File: src/rtl/sam_pkg.sv
// Shared types and sizes for the slave address match unit.
// Assumes a byte-wide serial bus; the width stays a parameter for reuse.
package sam_pkg;
    localparam int BYTE_W = 8;

    // Interrupt policy bits, grouped so the gate sees one value.
    typedef struct packed {
        logic irq_on_release;
        logic wake_en;
    } sam_irq_ctrl_t;
endpackage

File: src/rtl/sam_addr_reg.sv
// Station address register.
// Assumes writes come from a register-write strobe in the clock domain.
// A write takes effect at the clock edge, so a compare in the same cycle sees the old value.
module sam_addr_reg #(
    parameter int W = sam_pkg::BYTE_W
) (
    input  logic         clk,
    input  logic         rst_n,
    input  logic         wr_en,
    input  logic [W-1:0] wr_data,
    output logic [W-1:0] addr_q
);
    // Hold the programmed address; reset to all zeros.
    always_ff @(posedge clk) begin
        if (!rst_n)     addr_q <= '0;
        else if (wr_en) addr_q <= wr_data;
    end

    assert_addr_write_R1: assert property (@(posedge clk) disable iff (!rst_n)
        wr_en |=> addr_q == $past(wr_data));
endmodule

File: src/rtl/sam_addr_cmp.sv
// Combinational address comparator with an optional masked LSB.
// Assumes both operands are stable for the cycle of the frame strobe.
module sam_addr_cmp #(
    parameter int W = sam_pkg::BYTE_W
) (
    input  logic [W-1:0] rx_byte,
    input  logic [W-1:0] addr_q,
    input  logic         mask_lsb,
    output logic         hit
);
    logic [W-1:0] diff;

    // Per-bit difference; bit 0 is dropped when masking is requested.
    for (genvar i = 0; i < W; i++) begin : g_bit
        if (i == 0) begin : g_lsb
            assign diff[i] = (rx_byte[i] ^ addr_q[i]) & ~mask_lsb;
        end else begin : g_upper
            assign diff[i] = rx_byte[i] ^ addr_q[i];
        end
    end

    // A hit means no bit taking part in the compare differs.
    always_comb hit = ~|diff;
endmodule

File: src/rtl/sam_match_track.sv
// Match flag and bus-release flag tracking.
// Assumes frame_done and release_det are single-cycle strobes and that
// addr_phase is a level held for the whole address byte.
module sam_match_track (
    input  logic clk,
    input  logic rst_n,
    input  logic addr_phase,
    input  logic frame_done,
    input  logic release_det,
    input  logic hit,
    output logic match,
    output logic rel_flag
);
    logic ap_q;
    logic addr_ev;
    logic ap_rise;

    // Decode address completion and the start of a new address phase.
    always_comb begin
        addr_ev = frame_done & addr_phase;
        ap_rise = addr_phase & ~ap_q;
    end

    // Remember the previous address-phase level for edge detection.
    always_ff @(posedge clk) begin
        if (!rst_n) ap_q <= 1'b0;
        else        ap_q <= addr_phase;
    end

    // Load the compare result on address completion; clear on a new phase.
    always_ff @(posedge clk) begin
        if (!rst_n)       match <= 1'b0;
        else if (addr_ev) match <= hit;
        else if (ap_rise) match <= 1'b0;
    end

    // Set on bus release; clear on a mismatching address (the set wins).
    always_ff @(posedge clk) begin
        if (!rst_n)                rel_flag <= 1'b0;
        else if (release_det)      rel_flag <= 1'b1;
        else if (addr_ev && !hit)  rel_flag <= 1'b0;
    end

    assert_match_set_R2: assert property (@(posedge clk) disable iff (!rst_n)
        (frame_done && addr_phase && hit) |=> match);
    assert_match_hold_R4: assert property (@(posedge clk) disable iff (!rst_n)
        (!addr_phase && !(ap_q == 1'b0 && addr_phase)) |=> $stable(match));
    assert_match_clear_R4: assert property (@(posedge clk) disable iff (!rst_n)
        (addr_phase && !ap_q && !frame_done) |=> !match);
    assert_rel_set_R5: assert property (@(posedge clk) disable iff (!rst_n)
        release_det |=> rel_flag);
    assert_rel_clear_R5: assert property (@(posedge clk) disable iff (!rst_n)
        (frame_done && addr_phase && !hit && !release_det) |=> !rel_flag);
endmodule

File: src/rtl/sam_irq_gate.sv
// Interrupt source selection and wake-up gating.
// Assumes all event inputs are single-cycle strobes; output is a registered pulse.
module sam_irq_gate (
    input  logic                   clk,
    input  logic                   rst_n,
    input  sam_pkg::sam_irq_ctrl_t ctrl,
    input  logic                   addr_phase,
    input  logic                   frame_done,
    input  logic                   release_det,
    input  logic                   hit,
    output logic                   irq
);
    logic irq_d;

    // Pick the source: release beats wake-up, which beats every frame.
    always_comb begin
        if (ctrl.irq_on_release)  irq_d = release_det;
        else if (ctrl.wake_en)    irq_d = frame_done & addr_phase & hit;
        else                      irq_d = frame_done;
    end

    // Register the request so it is a clean one-cycle pulse.
    always_ff @(posedge clk) begin
        if (!rst_n) irq <= 1'b0;
        else        irq <= irq_d;
    end

    assert_irq_every_R6: assert property (@(posedge clk) disable iff (!rst_n)
        (!ctrl.irq_on_release && !ctrl.wake_en && frame_done) |=> irq);
    assert_irq_wake_R7: assert property (@(posedge clk) disable iff (!rst_n)
        (ctrl.wake_en && !ctrl.irq_on_release && !(frame_done && addr_phase)) |=> !irq);
    assert_irq_release_R8: assert property (@(posedge clk) disable iff (!rst_n)
        ctrl.irq_on_release |=> irq == $past(release_det));
endmodule

File: src/rtl/sam_tx_check.sv
// Read-back error check for bytes this device drives onto the line.
// Assumes tx_load comes before the frame whose read-back it checks.
module sam_tx_check #(
    parameter int W = sam_pkg::BYTE_W
) (
    input  logic         clk,
    input  logic         rst_n,
    input  logic         tx_load,
    input  logic [W-1:0] tx_byte,
    input  logic         frame_done,
    input  logic [W-1:0] rx_byte,
    output logic         tx_err
);
    logic [W-1:0] sent_q;
    logic         armed_q;

    // Capture the driven byte and arm; disarm on the checked frame.
    always_ff @(posedge clk) begin
        if (!rst_n) begin
            sent_q  <= '0;
            armed_q <= 1'b0;
        end else if (tx_load) begin
            sent_q  <= tx_byte;
            armed_q <= 1'b1;
        end else if (frame_done) begin
            armed_q <= 1'b0;
        end
    end

    // Clear on load; on an armed frame report whether the read-back differs.
    always_ff @(posedge clk) begin
        if (!rst_n)                      tx_err <= 1'b0;
        else if (tx_load)                tx_err <= 1'b0;
        else if (frame_done && armed_q)  tx_err <= (rx_byte != sent_q);
    end

    assert_err_load_R9: assert property (@(posedge clk) disable iff (!rst_n)
        tx_load |=> !tx_err);
    assert_err_idle_R9: assert property (@(posedge clk) disable iff (!rst_n)
        (!tx_load && !(frame_done && armed_q)) |=> $stable(tx_err));
endmodule

File: src/rtl/slave_addr_match.sv
// Slave address match and wake-up unit: top level.
// Assumes strobes come from a shift engine and bus monitor in the same clock domain.
// Integrates the address register, comparator, flag tracking, interrupt gate and
// transmit read-back check.
module slave_addr_match #(
    parameter int W = sam_pkg::BYTE_W
) (
    input  logic         clk,
    input  logic         rst_n,
    input  logic         sa_wr_en,
    input  logic [W-1:0] sa_wr_data,
    input  logic         mask_lsb,
    input  logic         wake_en,
    input  logic         irq_on_release,
    input  logic         addr_phase,
    input  logic         frame_done,
    input  logic         release_det,
    input  logic [W-1:0] rx_byte,
    input  logic         tx_load,
    input  logic [W-1:0] tx_byte,
    output logic         match,
    output logic         rel_flag,
    output logic         irq,
    output logic         tx_err
);
    logic [W-1:0]           addr_q;
    logic                   hit;
    sam_pkg::sam_irq_ctrl_t irq_ctrl;

    // Bundle the interrupt policy bits.
    always_comb begin
        irq_ctrl.irq_on_release = irq_on_release;
        irq_ctrl.wake_en        = wake_en;
    end

    sam_addr_reg #(.W(W)) u_addr (
        .clk(clk), .rst_n(rst_n), .wr_en(sa_wr_en), .wr_data(sa_wr_data),
        .addr_q(addr_q));

    sam_addr_cmp #(.W(W)) u_cmp (
        .rx_byte(rx_byte), .addr_q(addr_q), .mask_lsb(mask_lsb), .hit(hit));

    sam_match_track u_track (
        .clk(clk), .rst_n(rst_n), .addr_phase(addr_phase),
        .frame_done(frame_done), .release_det(release_det), .hit(hit),
        .match(match), .rel_flag(rel_flag));

    sam_irq_gate u_irq (
        .clk(clk), .rst_n(rst_n), .ctrl(irq_ctrl), .addr_phase(addr_phase),
        .frame_done(frame_done), .release_det(release_det), .hit(hit),
        .irq(irq));

    sam_tx_check #(.W(W)) u_tx (
        .clk(clk), .rst_n(rst_n), .tx_load(tx_load), .tx_byte(tx_byte),
        .frame_done(frame_done), .rx_byte(rx_byte), .tx_err(tx_err));

    assert_masked_hit_R3: assert property (@(posedge clk) disable iff (!rst_n)
        (mask_lsb && frame_done && addr_phase && rx_byte[W-1:1] == addr_q[W-1:1])
        |=> match);
    assert_reset_R10: assert property (@(posedge clk)
        !rst_n |=> (!match && !rel_flag && !irq && !tx_err));
endmodule

File: config.mk
export PLATFORM = sky130hd
export DESIGN_NAME = slave_addr_match
export DESIGN_NICKNAME = d
export VERILOG_FILES = /design/src/rtl/sam_pkg.sv /design/src/rtl/sam_addr_reg.sv /design/src/rtl/sam_addr_cmp.sv /design/src/rtl/sam_match_track.sv /design/src/rtl/sam_irq_gate.sv /design/src/rtl/sam_tx_check.sv /design/src/rtl/slave_addr_match.sv
export SDC_FILE = /design/constraint.sdc
export NUM_CORES = 1
export LEC_CHECK = 0
export BUFFER_PORTS_ARGS = -buffer_cell sky130_fd_sc_hd__buf_2
export CORE_ASPECT_RATIO = 0.7
export CORE_MARGIN = 2
export CORE_UTILIZATION = 44
export DETAILED_ROUTE_END_ITERATION = 12
export PLACE_DENSITY = 0.83
export SETUP_SLACK_MARGIN = 0.02
export SYNTH_ARGS = -nofsm -noshare
export SYNTH_HDL_FRONTEND = slang
export SYNTH_SLANG_ARGS = --single-unit
File: constraint.sdc
create_clock -name clk -period 2.95 [get_ports clk]
set_input_delay 0.295 -clock clk [delete_from_list [all_inputs] [get_ports clk]]
set_output_delay 0.295 -clock clk [all_outputs]
set_load 0.02 [all_outputs]
==> results of run 1 <==
-- kinds of logic (layout without fill, tap and decap cells) --
logic type      count (synthesis)  in the layout  synth area share
simple gates                   30             30             0.137
flops                          22             22             0.456
xor+xnor                       16             16             0.145
mux                            16             16             0.166
compound gates                 10             10            0.0596
buf+inv                         8             45            0.0363
-- per-layer routing --
metal	global-route usage	vias to the layer above	share of wire
met5	0	-	0
met4	0.0533	0	0.0098
met3	0.0640	3	0.071
met2	0.259	27	0.43
met1	0.230	367	0.49
li1	-	420	-
-- through the flow --
step | setup WS (ps) | area (µm²) | util
CTS | 1630 | 1220 | 0.577
floorplan | 1900 | 966 | -
finish | 1640 | 1220 | 0.577
global placement | 1570 | 1170 | 0.553
global route | 1530 | 1220 | 0.577
detailed placement | 1470 | 1170 | 0.553
-- state kept, by name (all words and copies together), names as in the netlist --
| register | cells |
|---|---|
| u_track.match | 1 |
| u_irq.irq | 1 |
| u_tx.tx_err | 1 |
| u_track.rel_flag | 1 |
| u_tx.sent_q | 8 |
| u_track.ap_q | 1 |
| u_addr.addr_q | 8 |
| u_tx.armed_q | 1 |
-- worst register-to-register path, stage by stage, from the launching register on --
cell      delay (ps)
dfxtp_1          340
xor2_1           160
nor4_1           380
o211ai_1         210
o21ai_1          170
-- final cells by class --
cell class                 count  area share
timing repair buffer          37       0.151
multi-input combinational     72       0.401
clock buffer                   3      0.0184
tap                           32      0.0327
sequential                    22       0.360
inverter                       4      0.0123
clock inverter                 1      0.0245
-- worst paths after layout --
path,slack [ps],end,start,depth (start not counted)
setup / recovery,1640,u_track.match,u_addr.addr_q[2],4
hold / removal,200,u_addr.addr_q[4],sa_wr_data[4],3
setup reg to reg,1640,u_track.match,u_addr.addr_q[2],4
hold reg to reg,480,u_track.rel_flag,u_track.rel_flag,2
-- where the power goes --
part / switching, mW / total [mW] / leakage [nW] / internal, mW
logic: 0.0450 / 0.0930 / 0.379 / 0.0480
clock network: 0.0945 / 0.232 / 0.0279 / 0.138
registers: 0.0105 / 0.325 / 0.182 / 0.314
total: 0.150 / 0.650 / 0.589 / 0.500
-- placed cells by master (no fill, tap or decap), drive strengths merged --
cell type	count
a21oi	3
o211ai	1
buf	37
and3	1
xnor2	9
nand2	3
inv	4
clkbuf	3
nor4	3
xor2	7
nand3	3
bufinv	1
nor2	17
nor3	1
and2	1
o22ai	1
o31a	1
mux2i	16
o21ai	4
dfxtp	22
nand4	1
==> results.ini, run 1 <==
[sta]
max_slew_margin = 0.611
drv_slew = 0
fmax_ghz = 0.764
fin_crit_sh = 0.444
rsz0062_at_grt = no
setup_tns_ps = 0
setup_viol = 0
skew_ps = 2.59
min_period_ps = 1310
hold_violations = 0
holdWs_ps = 204
tightestPinTransition_ps = 582

[power]
p_per_area_nw_per_um2 = 531
finalPower_mw = 0.650
ir_drop_mv = 0.271
p_leak_nw = 0.589

[status]
status = finished clean

[clocking]
cts.sinks = 22
cts_tree = done
clockBufferDepth = 2
cts_resized = 0
clk_latency_ps = 310
ctsHoldBuffers = 0
numCtsBuffers = 3
cts_max_level = 1
post-cts-setup-buffers = 0
cts_root_buf = clkbuf_4
clk_pin_slew_ps = 120

[die]
die-height_um = 43.2
core-area_um2 = 2120
row_count = 14
start_util = 0.456
die_w_um = 60
dieArea_um2 = 2590
io-pin-count = 38

[logic_synthesis]
synth_area_leaders = dfxtp_1 46%, mux2i_1 17%, xnor2_1 8.2%, nor2_1 6.6%, xor2_1 6.3%
yosysSeqAreaShare = 0.456
ys_ff_latch = 22
yosysWarningCount = 0
synth_common_cells = 22 x dfxtp_1, 17 x nor2_1, 16 x mux2i_1
synthCells = 102
synth_top_area_share = 0.456
syn_area_um2 = 966
ys.flop_type = dfxtp_1
synth_area_leader_cell = dfxtp_1
avgSynthCellArea_um2 = 9.47
synth.most_common_cell = dfxtp_1
synthArstFlopShare = 0
synth_edf_count = 0
synth_cell_types = 20
syn_nets = 136

[job]
max_cap_viol_count = 0

[global_routing]
grt_max_degree = 21
grt_pass1_wl_um = 3220
grt.total_usage = 0.173
grt_antenna_before_repair = 0
grt_pass1_vias = 766
grt-ovfl-total = 0

[final_layout]
layout-drive-gt1-share = 0.295
n_antenna_cell = 0
regArea_um2 = 440
instances_no_fill = 171
area_growth_pct = 26.7
multi_input_area_um2 = 490
nNetsFinal = 174
nFillCells = 196

[critical_path]
critPathSlowestCell = nor4_1
path_buf_inv = 0
cp.required_ps = 3210
worst-path-max-fanout = 3
cp-start-kind = flip-flop
cp_top_family = simple AND/OR/NAND/NOR gates
cp-end-kind = flip-flop
critPathKind = reg -> reg
crit_chain = xor2_1 > nor4_1 > o211ai_1 > o21ai_1
crit_arrival_ps = 1560
critPathMaxStageDelay_ps = 380

[placement]
post-dp-hpwl_um = 1540
gp_congestion = 0.814
dp_cells = 167
io_buffer_count = 37

[detailed_routing]
via_per_inst = 4.78
remaining_drc_errors = 0
drtAntennaViolNets = 0
dr.first_iter.drc_count = 25
firstDrtPassIters = 4
via_count = 817
avgRoutedWirePerCell_um = 11.3
wl_um = 1940

[worst_hold_path]
min_path_type = in -> reg

Power figures use the tool's default switching activity.
==> inputs of run 2 (changes only) <==
--- a/config.mk
+++ b/config.mk
@@ -8,7 +8,7 @@
 export BUFFER_PORTS_ARGS = -buffer_cell sky130_fd_sc_hd__buf_2
 export CORE_ASPECT_RATIO = 0.7
 export CORE_MARGIN = 2
-export CORE_UTILIZATION = 44
+export CORE_UTILIZATION = 42
 export DETAILED_ROUTE_END_ITERATION = 12
 export PLACE_DENSITY = 0.83
 export SETUP_SLACK_MARGIN = 0.02
==> constraint.sdc (replaced) <==
create_clock -name clk -period 1.2 [get_ports clk]
set_input_delay 0.12 -clock clk [delete_from_list [all_inputs] [get_ports clk]]
set_output_delay 0.12 -clock clk [all_outputs]
set_load 0.02 [all_outputs]
==> run 2 against run 1 <==
Against the previous run: utilization is 1.6 points lower; clock skew is 0.82 ps lower; first-iteration DRC count is 110% higher; maximum frequency is 12% higher; design area is 1.2% lower; global-route usage is 1.7 points lower; sequential share of layout area is 0.55 points higher; routed wire length is 0.83% higher; critical endpoint unchanged; non-clock buffer count is 1 higher; sequential power is 150% higher; register-to-register slack worse by 1600 ps.
==> results.ini, run 2 (same netlist as run 1, synthesis figures left out) <==
[status]
status = finished clean

[clocking]
cts_root_buf = clkbuf_4
ctsHoldBuffers = 0
post-cts-setup-buffers = 0
clk_pin_slew_ps = 110
cts_tree = done
numCtsBuffers = 3
clockBufferDepth = 2
cts_max_level = 1
clk_latency_ps = 290
cts.sinks = 22

[power]
p_leak_nw = 0.580
p_sw_frac = 0.250
finalPower_mw = 1.35
comb_power_share = 0.175
p_per_area_nw_per_um2 = 1110
net-switching-power_mw = 0.337
power_frac_clock = 0.232
internal_power_mw = 1.01
seqPwrFrac = 0.593
ir_drop_mv = 0.773

[sta]
hold_violations = 0
drv_slew = 0
fin_crit_sh = 0.975
setup_tns_ps = 0
fmax_ghz = 0.854
rsz0062_at_grt = yes
max_slew_margin = 0.806
min_period_ps = 1170
tightestPinTransition_ps = 290
skew_ps = 1.77
setup_viol = 0

[final_layout]
layout_commonest_cell = buf_2
nNetsFinal = 175
instances_no_fill = 171
layout-drive-gt1-share = 0.309
n_antenna_cell = 0
area_growth_pct = 25.1
reg.largest.list = u_addr.addr_q x8, u_tx.sent_q x8
layout_common_cells = 37 x buf_2, 21 x dfxtp_1, 17 x nor2_1
final_cell_area_um2 = 1210

[detailed_routing]
wl_um = 1950
remaining_drc_errors = 0
dr.first_iter.drc_count = 52
avgRoutedWirePerCell_um = 11.4
firstDrtPassIters = 4
via_per_inst = 4.78
drtAntennaViolNets = 0
via_count = 817

[worst_hold_path]
min_path_type = in -> reg

[critical_path]
cp-end-kind = flip-flop
critPathKind = reg -> reg
worst-path-max-fanout = 3
cp.required_ps = 1440
crit_arrival_ps = 1410
cp-start-kind = flip-flop

[die]
io-pin-count = 38
dieArea_um2 = 2710
die-height_um = 44.1
start_util = 0.448
die_w_um = 61.3
row_count = 14
core-area_um2 = 2150

[global_routing]
grt_pass1_wl_um = 3080
grt_antenna_before_repair = 0
grt_pass1_vias = 764
grt.total_usage = 0.156
grt-ovfl-total = 0
grt_max_degree = 20

[placement]
placed_area_um2 = 1180
gp_congestion = 0.839
dp_cells = 168
io_buffer_count = 37
post-dp-hpwl_um = 1600

[job]
max_cap_viol_count = 0

run 2: cell types whose count changed in the layout (fill, tap and decap cells not counted), sizes merged:
cell	previous run	this run
buf	37	38
bufinv	1	0
run 2: power by group through the flow:
stage	clock network [mW]	logic [mW]	registers [mW]
2_1_floorplan	0	0.134	0.817
3_3_place_gp	0	0.228	0.812
3_5_place_dp	0	0.234	0.815
4_1_cts	0.334	0.239	0.799
5_1_grt	0.357	0.262	0.803
6_report	0.313	0.236	0.798
run 2: path summary, 6_finish.rpt:
path / end / cells past startpoint / slack [ps] / start
worst max-delay path: u_track.match / 4 / 30 / u_addr.addr_q[2]
worst min-delay path: u_tx.sent_q[4] / 3 / 60 / tx_byte[4]
worst max register to register: u_track.match / 4 / 30 / u_addr.addr_q[2]
worst min register to register: u_track.match / 2 / 470 / u_track.match
run 2: per-stage QoR:
| stage | util | setup slack (ps) | hold WS [ps] |
|---|---|---|---|
| global placement | 0.547 | 12.1 | 353 |
| CTS | 0.561 | 10.7 | 43.8 |
| floorplan | - | 155 | 242 |
| global route | 0.561 | -85.5 | 37.9 |
| finish | 0.561 | 29.6 | 55.7 |
| detailed placement | 0.547 | -32.0 | 364 |
run 2: critical path: stages (launching register included):
cell and delay (ps):
dfxtp_2 340, xor2_1 160, nor4_2 300, o211ai_1 170
o21ai_1 150
run 2: area by class of cell:
cell class,instances,area [µm²]
Timing Repair Buffer,38,193
Multi-Input combinational cell,72,497
Clock buffer,3,22.5
Fill cell,213,946
Sequential cell,22,442
Inverter,4,15.0
Tap cell,32,40.0
run 2: routing by layer:
layer / vias up / track usage / part of all wire
met5: - / 0 / 0
met4: 0 / 0.0261 / 0
met3: 0 / 0.0526 / 0.081
met2: 30 / 0.247 / 0.45
met1: 368 / 0.210 / 0.47
li1: 419 / - / -
run 2: repair_timing:
item                       in CTS  in global routing
pin swaps                       0                  1
gates resized for setup         2                  0
setup endpoints to repair       3                  3
==> inputs of run 3 (changes only) <==
==> constraint.sdc (replaced) <==
create_clock -name clk -period 1 [get_ports clk]
set_input_delay 0.1 -clock clk [delete_from_list [all_inputs] [get_ports clk]]
set_output_delay 0.1 -clock clk [all_outputs]
set_load 0.02 [all_outputs]
==> run 3 against run 2 <==
Against the previous run: the run now ends with setup timing left; register-to-register slack worse by 210 ps; power up 23%; die area unchanged; clock skew grew 1.1 ps; design area grew 3.8%; clock-buffer cell count did not move; sequential share of layout area shrank 0.55 points.
==> results.ini, run 3 (same netlist as run 1, synthesis figures left out) <==
[placement]
gp_congestion = 0.778
io_buffer_count = 37
place_ws_ps = -160
placed_area_um2 = 1200
post-dp-hpwl_um = 1760
dp_cells = 170

[critical_path]
cp-start-kind = flip-flop
crit_arrival_ps = 1420
critPathKind = reg -> reg
worst-path-max-fanout = 3
r2r_setup_slack_ps = -180
cp.required_ps = 1240
cp-end-kind = flip-flop
r2r.worst_path.cells = 4

[die]
start_util = 0.448
row_count = 14
dieArea_um2 = 2710
core-area_um2 = 2150
die_w_um = 61.3
io-pin-count = 38
die-height_um = 44.1

[status]
violations = setup timing
status = finished, violations left

[sta]
drv_slew = 0
fin_crit_sh = 1.18
hold_violations = 0
holdWs_ps = 20.3
fin_ws_ps = -180
rsz0062_at_grt = yes
fmax_ghz = 0.848
setup_viol = 3
max_slew_margin = 0.805
min_period_ps = 1180
tightestPinTransition_ps = 291
skew_ps = 2.84
setup_tns_ps = -514

[global_routing]
grt_pass1_wl_um = 3610
grt.total_usage = 0.186
grt_max_degree = 20
grt_antenna_before_repair = 0
grt-ovfl-total = 0
grt_pass1_vias = 798

[clocking]
clk_pin_slew_ps = 110
cts_max_level = 1
cts.sinks = 22
cts_root_buf = clkbuf_4
ctsHoldBuffers = 0
clk_latency_ps = 300
post-cts-setup-buffers = 0
clockBufferDepth = 2
cts_tree = done
numCtsBuffers = 3

[detailed_routing]
drtAntennaViolNets = 0
remaining_drc_errors = 0
dr.first_iter.drc_count = 39
via_per_inst = 4.76
via_count = 823
firstDrtPassIters = 4
avgRoutedWirePerCell_um = 12.6
wl_um = 2180

[final_layout]
post-route-util = 0.582
final_cell_area_um2 = 1250
layout-drive-gt1-share = 0.397
nNetsFinal = 177
layout_common_cells = 37 x buf_2, 17 x nor2_1, 16 x mux2i_1
nFillCells = 214
layout_commonest_cell = buf_2
n_antenna_cell = 0
instances_no_fill = 173
area_growth_pct = 29.9
reg.largest.list = u_addr.addr_q x8, u_tx.sent_q x8

[worst_hold_path]
min_path_type = in -> reg
min_path_cells = 3

[power]
p_per_area_nw_per_um2 = 1320
ir_drop_mv = 1.21
finalPower_mw = 1.66
p_leak_nw = 0.605

[job]
max_cap_viol_count = 0

## run 3: cell types whose count changed in the layout (fill, tap and decap cells not counted), sizes merged
| cell | change |
|---|---|
| buf | +2 |
## run 3: area by class of cell
type                            instances  area, µm²  area share
Multi-Input combinational cell         72        518       0.413
Timing Repair Buffer                   40        208       0.166
Sequential cell                        22        452       0.360
Tap cell                               32       40.0      0.0319
Inverter                                4       15.0      0.0120
Clock buffer                            3       22.5      0.0179
## run 3: critical path, stage by stage, from the launching register on
cell and delay, ps:
dfxtp_2 350, xor2_1 140, nor4_1 280, o211ai_1 190, o21ai_1 150
## run 3: report_power, final
part	total (mW)	leakage (nW)	switching, mW	internal, mW
Combinational	0.300	0.406	0.143	0.157
Clock	0.395	0.0138	0.254	0.141
Sequential	0.964	0.185	0.0327	0.931
Total	1.66	0.605	0.430	1.23
## run 3: path summary, 6_finish.rpt
check	startpoint	endpoint
max	u_addr.addr_q[5]	u_track.rel_flag
min	sa_wr_data[2]	u_addr.addr_q[2]
max reg2reg	u_addr.addr_q[5]	u_track.rel_flag
min reg2reg	u_track.match	u_track.match
## run 3: routing by layer
metal	GRT usage	routed length [µm]	vias up
li1	-	-	423
met1	0.255	1010	363
met2	0.294	990	35
met3	0.0643	179	2
met4	0.0261	8	0
met5	0	0	-
## run 3: repair_timing
action	in CTS	in global routing
resized for setup	6	5
pin swaps	8	7
setup endpoints to repair	4	5
